==> src/rtl/sertx_pkg.sv <==
package sertx_pkg;

    typedef enum logic [2:0] {
        ST_IDLE,
        ST_START,
        ST_DATA,
        ST_PARITY,
        ST_STOP
    } tx_state_e;

    // register addresses
    localparam logic [2:0] A_DATA = 3'd0;
    localparam logic [2:0] A_CTLB = 3'd1;
    localparam logic [2:0] A_CTLC = 3'd2;
    localparam logic [2:0] A_STAT = 3'd3;
    localparam logic [2:0] A_DIVL = 3'd4;
    localparam logic [2:0] A_DIVH = 3'd5;

    // control B fields
    localparam int B_NINTH    = 0;
    localparam int B_SIZE2    = 2;
    localparam int B_TXEN     = 3;
    localparam int B_IE_EMPTY = 5;
    localparam int B_IE_DONE  = 6;

    // control C fields
    localparam int C_SIZE_LO = 1;
    localparam int C_STOP2   = 3;
    localparam int C_PODD    = 4;
    localparam int C_PEN     = 5;

    // status fields
    localparam int S_DBL   = 1;
    localparam int S_EMPTY = 5;
    localparam int S_DONE  = 6;

    function automatic logic [3:0] data_len(input logic [2:0] code);
        case (code)
            3'd0:    data_len = 4'd5;
            3'd1:    data_len = 4'd6;
            3'd2:    data_len = 4'd7;
            3'd7:    data_len = 4'd9;
            default: data_len = 4'd8;
        endcase
    endfunction

endpackage

==> src/rtl/sertx_bit_timer.sv <==
module sertx_bit_timer #(
    parameter int PER_W = 21
) (
    input  logic             clk,
    input  logic             rst_n,
    input  logic             run,
    input  logic [PER_W-1:0] period,
    output logic             bit_end
);
    localparam logic [PER_W-1:0] ONE = PER_W'(1);

    logic [PER_W-1:0] cnt;

    assign bit_end = run && (cnt == period - ONE);

    always_ff @(posedge clk) begin
        if (!rst_n)
            cnt <= '0;
        else if (!run || bit_end)
            cnt <= '0;
        else
            cnt <= cnt + ONE;
    end
endmodule

==> src/rtl/sertx_frame_fsm.sv <==
module sertx_frame_fsm
    import sertx_pkg::*;
#(
    parameter int WORD_W = 9
) (
    input  logic              clk,
    input  logic              rst_n,
    input  logic              launch,
    input  logic              bit_end,
    input  logic [WORD_W-1:0] word,
    input  logic [3:0]        nbits,
    input  logic              par_en,
    input  logic              par_odd,
    input  logic              two_stop,
    output logic              txd,
    output logic              busy,
    output logic              frame_done
);
    tx_state_e         state, state_nx;
    logic [WORD_W-1:0] shreg;
    logic [3:0]        bcnt;
    logic [3:0]        nb_q;
    logic              pe_q, two_q, par_q;
    logic [WORD_W-1:0] mask;
    logic              last_data, last_stop;

    assign mask      = (WORD_W'(1) << nbits) - WORD_W'(1);
    assign last_data = (bcnt == nb_q - 4'd1);
    assign last_stop = (bcnt == {3'b000, two_q});

    // next state
    always_comb begin
        state_nx = state;
        unique case (state)
            ST_IDLE:   if (launch) state_nx = ST_START;
            ST_START:  if (bit_end) state_nx = ST_DATA;
            ST_DATA:   if (bit_end && last_data) state_nx = pe_q ? ST_PARITY : ST_STOP;
            ST_PARITY: if (bit_end) state_nx = ST_STOP;
            ST_STOP:   if (bit_end && last_stop) state_nx = ST_IDLE;
            default:   state_nx = ST_IDLE;
        endcase
    end

    // state register
    always_ff @(posedge clk) begin
        if (!rst_n)
            state <= ST_IDLE;
        else
            state <= state_nx;
    end

    // frame datapath
    always_ff @(posedge clk) begin
        if (!rst_n) begin
            shreg <= '0;
            bcnt  <= '0;
            nb_q  <= 4'd8;
            pe_q  <= 1'b0;
            two_q <= 1'b0;
            par_q <= 1'b0;
        end else if (state == ST_IDLE && launch) begin
            shreg <= word;
            bcnt  <= '0;
            nb_q  <= nbits;
            pe_q  <= par_en;
            two_q <= two_stop;
            par_q <= (^(word & mask)) ^ par_odd;
        end else begin
            if (state != state_nx)
                bcnt <= '0;
            else if (bit_end)
                bcnt <= bcnt + 4'd1;
            if (state == ST_DATA && bit_end)
                shreg <= shreg >> 1;
        end
    end

    // outputs
    always_comb begin
        busy       = (state != ST_IDLE);
        frame_done = 1'b0;
        unique case (state)
            ST_IDLE:   txd = 1'b1;
            ST_START:  txd = 1'b0;
            ST_DATA:   txd = shreg[0];
            ST_PARITY: txd = par_q;
            ST_STOP: begin
                txd        = 1'b1;
                frame_done = bit_end && last_stop;
            end
            default:   txd = 1'b1;
        endcase
    end
endmodule

==> src/rtl/sertx_flags.sv <==
module sertx_flags (
    input  logic clk,
    input  logic rst_n,
    input  logic launch,
    input  logic frame_done,
    input  logic txen_rise,
    input  logic clr_done,
    output logic empty,
    output logic done
);
    always_ff @(posedge clk) begin
        if (!rst_n) begin
            empty <= 1'b1;
            done  <= 1'b0;
        end else begin
            if (frame_done || txen_rise)
                empty <= 1'b1;
            else if (launch)
                empty <= 1'b0;
            if (frame_done)
                done <= 1'b1;
            else if (launch || clr_done)
                done <= 1'b0;
        end
    end
endmodule

==> src/rtl/sertx_unit.sv <==
module sertx_unit
    import sertx_pkg::*;
#(
    parameter int REG_W = 8
) (
    input  logic             clk,
    input  logic             rst_n,
    input  logic             wr_en,
    input  logic [2:0]       wr_addr,
    input  logic [REG_W-1:0] wr_data,
    input  logic             gie,
    input  logic             irq_done_ack,
    output logic             txd_o,
    output logic [REG_W-1:0] status_o,
    output logic             irq_empty_o,
    output logic             irq_done_o
);
    localparam int DIV_W  = 2 * REG_W;
    localparam int PER_W  = DIV_W + 5;
    localparam int WORD_W = REG_W + 1;

    logic [REG_W-1:0] ctl_b, ctl_c, div_lo, div_hi;
    logic             dbl;
    logic             busy, bit_end, frame_done, launch, txen_rise;
    logic             flag_empty, flag_done;
    logic [PER_W-1:0] period;
    logic             sel_data, sel_b;

    assign sel_data  = wr_en && (wr_addr == A_DATA);
    assign sel_b     = wr_en && (wr_addr == A_CTLB);
    assign launch    = sel_data && !busy;
    assign txen_rise = sel_b && wr_data[B_TXEN] && !ctl_b[B_TXEN];

    always_ff @(posedge clk) begin
        if (!rst_n) begin
            ctl_b  <= '0;
            ctl_c  <= REG_W'(3) << C_SIZE_LO;
            div_lo <= '0;
            div_hi <= '0;
            dbl    <= 1'b0;
        end else if (wr_en) begin
            unique case (wr_addr)
                A_CTLB:  ctl_b  <= wr_data;
                A_CTLC:  ctl_c  <= wr_data;
                A_STAT:  dbl    <= wr_data[S_DBL];
                A_DIVL:  div_lo <= wr_data;
                A_DIVH:  div_hi <= wr_data;
                default: ;
            endcase
        end
    end

    always_comb begin
        period = (PER_W'({div_hi, div_lo}) + PER_W'(1)) << (dbl ? 3 : 4);
    end

    sertx_bit_timer #(.PER_W(PER_W)) i_timer (
        .clk     (clk),
        .rst_n   (rst_n),
        .run     (busy),
        .period  (period),
        .bit_end (bit_end)
    );

    sertx_frame_fsm #(.WORD_W(WORD_W)) i_fsm (
        .clk        (clk),
        .rst_n      (rst_n),
        .launch     (launch),
        .bit_end    (bit_end),
        .word       ({ctl_b[B_NINTH], wr_data}),
        .nbits      (data_len({ctl_b[B_SIZE2], ctl_c[C_SIZE_LO+1:C_SIZE_LO]})),
        .par_en     (ctl_c[C_PEN]),
        .par_odd    (ctl_c[C_PODD]),
        .two_stop   (ctl_c[C_STOP2]),
        .txd        (txd_o),
        .busy       (busy),
        .frame_done (frame_done)
    );

    sertx_flags i_flags (
        .clk        (clk),
        .rst_n      (rst_n),
        .launch     (launch),
        .frame_done (frame_done),
        .txen_rise  (txen_rise),
        .clr_done   (irq_done_ack),
        .empty      (flag_empty),
        .done       (flag_done)
    );

    always_comb begin
        status_o          = '0;
        status_o[S_DBL]   = dbl;
        status_o[S_EMPTY] = flag_empty;
        status_o[S_DONE]  = flag_done;
    end

    assign irq_empty_o = flag_empty && ctl_b[B_IE_EMPTY] && gie;
    assign irq_done_o  = flag_done && ctl_b[B_IE_DONE] && gie;
endmodule

==> config.mk <==
export PLATFORM = sky130hd
export DESIGN_NAME = sertx_unit
export DESIGN_NICKNAME = d
export VERILOG_FILES = /design/src/rtl/sertx_pkg.sv /design/src/rtl/sertx_bit_timer.sv /design/src/rtl/sertx_frame_fsm.sv /design/src/rtl/sertx_flags.sv /design/src/rtl/sertx_unit.sv
export SDC_FILE = /design/constraint.sdc
export NUM_CORES = 1
export LEC_CHECK = 0
export CAP_MARGIN = 5
export CORE_MARGIN = 4
export CORE_UTILIZATION = 55
export CTS_CLUSTER_DIAMETER = 200
export DETAILED_ROUTE_END_ITERATION = 12
export DONT_BUFFER_PORTS = 1
export GPL_TIMING_DRIVEN = 0
export PLACE_DENSITY = 0.7
export SKIP_CTS_REPAIR_TIMING = 1
export SLEW_MARGIN = 10
export SYNTH_ARGS = -nofsm -noshare
export SYNTH_HDL_FRONTEND = slang
export SYNTH_SLANG_ARGS = --single-unit
==> constraint.sdc <==
create_clock -name clk -period 6.37 [get_ports clk]
set_clock_uncertainty 0.2 [all_clocks]
set_input_delay 1.911 -clock clk [delete_from_list [all_inputs] [get_ports clk]]
set_output_delay 1.911 -clock clk [all_outputs]
set_load 0.005 [all_outputs]
==> impl_results.md <==
* First-pass GRT wire length at between 20000 and 25000 um
* Avg Cell Area, Syn at about 7.8 um^2
* Most common cell in the netlist: dfxtp_1
* Combinational cell fraction of total power at between 10% and 20%
* Total congestion overflow at 0
* Sw frac at 27.4%
* Reg power frac at 51.6%
* Inserted Clock Buffers at 9
* Peak supply drop at between 0.1 and 0.15 mV
* H-tree levels at 3
* Worst min path class: reg -> reg
* Flop2flop setup slack at 1.41 ns
* Global placement routability congestion at approximately 0.94
* Final Util at 60.1%
* Multi-input gate area at about 3400 um^2
* Ant. Diodes at 0
* CTS tree: built
* Mapped Area at roughly 5200 um^2
* Antenna-violating nets left at 0
* CP cell instances: buf_2, buf_2, buf_2, buf_1, nor2_1, a21oi_1, ha_1, nand2_1, o2bb2ai_1, o211ai_1, and4bb_2, or4bb_1, o31ai_1, nand4_1, nand3_1, buf_2, nor2_1
* # IOs at 27
* Via count at a little under 5000
* Post-DR wirelength/cell at between 15 and 20 um
* Unrepaired setup endpoints after global routing: no
* Drt first pass iters at 5
* WS Path Type: reg -> reg
* Share of Yosys cell area claimed by the top area cell type at about 28%
* Critical-path maximum fanout at 10
* Number of global-route vias before repair at between 4000 and 5000
* Critical R2R Capture: i_timer.cnt[8]$_SDFF_PP0_
* FF+latch count, synth at 73
* NetSw at 248 uW
* Port Buffers at 0
* Routed vias/inst at ~6.0
* Die H at roughly 110 um
* CP max stage delay at between 0.4 and 0.5 ns
* Die area at 11100 um^2
* Placed cell area at ~5400 um^2
* Main area contributors after synthesis: dfxtp_1, xnor2_1, nand2_1
* Crit path from: dbl$_SDFFE_PN0P_
* Residual DRC at 0
* Final net count at 700
* Leak Pwr at around 0.0019 uW
* Clock transition at path regs at approximately 0.08 ns
* Internal power at 656 uW
* Core area at a little over 9000 um^2
* Max frequency at just over 0.2 GHz
* Clock Latency Late Sink at between 0.3 and 0.4 ns
* Most common cell on crit path: buf_2
* Max Slew Vio Count at 0
* Synth Instances at between 600 and 700
* Storage cell area at 1460 um^2
* Post-route cell area at around 5600 um^2
* Status: completed
* Worst hold margin at ~0.29 ns
* Max-Cap Viols at 0
* Post-synth EDFFs at 0
* Layout cell share with drive strength beyond 1 at 9.37%
* Initial Utilization at 56.3%
* Bufs on Longest Clock Path at 2
* Total power at between 900 and 1000 uW
* Crit-path leading delay family: simple AND/OR/NAND/NOR gates
* Commonest cells in the netlist: dfxtp_1, nand2_1, nor2_1
* Filler cells at roughly 860
* Row count at 35
* Sequential area share after synthesis at between 20% and 30%
* Die X at about 110 um
* R2r startpoint: dbl$_SDFFE_PN0P_
* Crit path to: i_timer.cnt[8]$_SDFF_PP0_
* Final period utilization at between 70% and 80%
* Fin. Hold Viols at 0
* DR iter-0 viols at 283
* WP data required at 6.42 ns
* Crit-path slowest cell: or4bb_1
* Total clock sinks at 73
* Distinct cells, synth at 73
* Clk root buf: clkbuf_8
* Clock share of power at between 30% and 40%
* Critical Path AT at approximately 5.0 ns
* Yosys warning count at 0
* Worst rel slew slack at a little over a third
* Critical Path Stages at 17
* Initial antenna violation count at 0
* CP Launch Type: flip-flop
* Ys async rst share at 0%
* Final setup vio count at 0
* Least-Margin Pin Slew at 0.962 ns
* DP Wirelength at around 10000 um
* Detailed Route WL at 13700 um
* Bufs and invs on worst path at 5
* Most used DFF post-synth: dfxtp_1
* Setup TNS at 0 ns
* Element type at the critical path end: flip-flop
* GR Util All Layers at 25.0%
* Pwr dens at between 150 and 200 nW/um^2
* Synthesis-to-finish area growth at 6.86%
* Pin count of the biggest net entering global routing at 14
* Reg2Reg Depth at 17
* Crit path time final at between 4 and 5 ns
* Synth area leader: dfxtp_1
==> sequential cells by signal (all words and copies together) (netlist names) <==
signal	cells
ctl_b	5
ctl_c	5
dbl	1
div_hi	8
div_lo	8
i_flags.done	1
i_flags.empty	1
i_fsm.bcnt	4
i_fsm.nb_q	4
i_fsm.par_q	1
i_fsm.pe_q	1
i_fsm.shreg	9
i_fsm.state	3
i_fsm.two_q	1
i_timer.cnt	21
==> worst min path at each step <==
stage | from | end | slack, ns | cells past startpoint
global route | i_fsm.nb_q[2]$_SDFFE_PN0P_ | i_fsm.nb_q[2]$_SDFFE_PN0P_ | 0.33 | 2
finish | i_fsm.pe_q$_SDFFE_PN0P_ | i_fsm.pe_q$_SDFFE_PN0P_ | 0.29 | 2
floorplan | ctl_c[5]$_SDFFE_PN0P_ | i_fsm.pe_q$_SDFFE_PN0P_ | 0.24 | 2
global placement | ctl_c[3]$_SDFFE_PN0P_ | i_fsm.two_q$_SDFFE_PN0P_ | 0.27 | 2
CTS | i_fsm.pe_q$_SDFFE_PN0P_ | i_fsm.pe_q$_SDFFE_PN0P_ | 0.29 | 2
detailed placement | i_fsm.pe_q$_SDFFE_PN0P_ | i_fsm.pe_q$_SDFFE_PN0P_ | 0.28 | 2
==> metal layers <==
metal | share of wire (%) | wire length (um) | vias up | global-route usage (%)
met4 | 2.4 | 335 | 0 | 8.62
met5 | 0 | 0 | - | 0
met2 | 50 | 6830 | 131 | 44.2
li1 | - | - | 2386 | -
met3 | 4.4 | 597 | 29 | 4.23
met1 | 43 | 5940 | 2339 | 30.6
==> layout by cell type, fill, tap and decap left out, types with 19 or more instances in the layout <==
cell type and n:
a21boi_0 21, a21oi_1 26, clkbuf_1 22, dfxtp_1 73, inv_1 23, nand2_1 70, nand3_1 39, nor2_1 47
nor3_1 19, o21ai_0 21, xnor2_1 42, xor2_1 23
==> power groups by stage <==
stage               Combinational [uW]  Sequential (uW)  Clock, uW
global route                       107              468        366
floorplan                         76.1              476          0
finish                            97.1              467        341
CTS                               96.3              467        346
global placement                  93.2              477          0
detailed placement                95.5              477          0
==> stage by stage <==
stage               setup slack [ns]  std cells
floorplan                       2.18        667
global placement                1.62        796
detailed placement              1.47        796
CTS                             1.47        812
global route                    1.01        812
finish                          1.41        812
==> layout make-up <==
class | count | share of cell area [%]
well taps | 129 | 2.90
clock inverters | 6 | 0.766
flip-flops and latches | 73 | 26.3
clock buffers | 10 | 2.48
plain buffers | 53 | 5.38
multi-input cells | 518 | 60.6
inverters | 23 | 1.55
==> logic make-up (layout without fill, tap and decap cells) <==
| family | after synthesis | after routing | share of synthesized area, % |
|---|---|---|---|
| adders and majority gates | 6 | 6 | 1.44 |
| other | 1 | 5 | 0.0721 |
| buffers and inverters | 76 | 92 | 7.41 |
| xor gates and xnor gates | 66 | 66 | 11.4 |
| and+or+nand+nor | 275 | 275 | 27.7 |
| muxes | 13 | 13 | 2.53 |
| AOI/OAI and AO/OA | 153 | 153 | 21.3 |
| DFF | 73 | 73 | 28.1 |
==> worst register-to-register path, cell delays in order, from the launching register on <==
cell and delay [ns]:
dfxtp_1 0.37, buf_2 0.23, buf_2 0.25, buf_2 0.25, buf_1 0.42, nor2_1 0.08, a21oi_1 0.16, ha_1 0.23
nand2_1 0.07, o2bb2ai_1 0.25, o211ai_1 0.15, and4bb_2 0.39, or4bb_1 0.47, o31ai_1 0.39, nand4_1 0.33, nand3_1 0.27
buf_2 0.26, nor2_1 0.08
No activity file was read; power rests on OpenSTA's default activity.
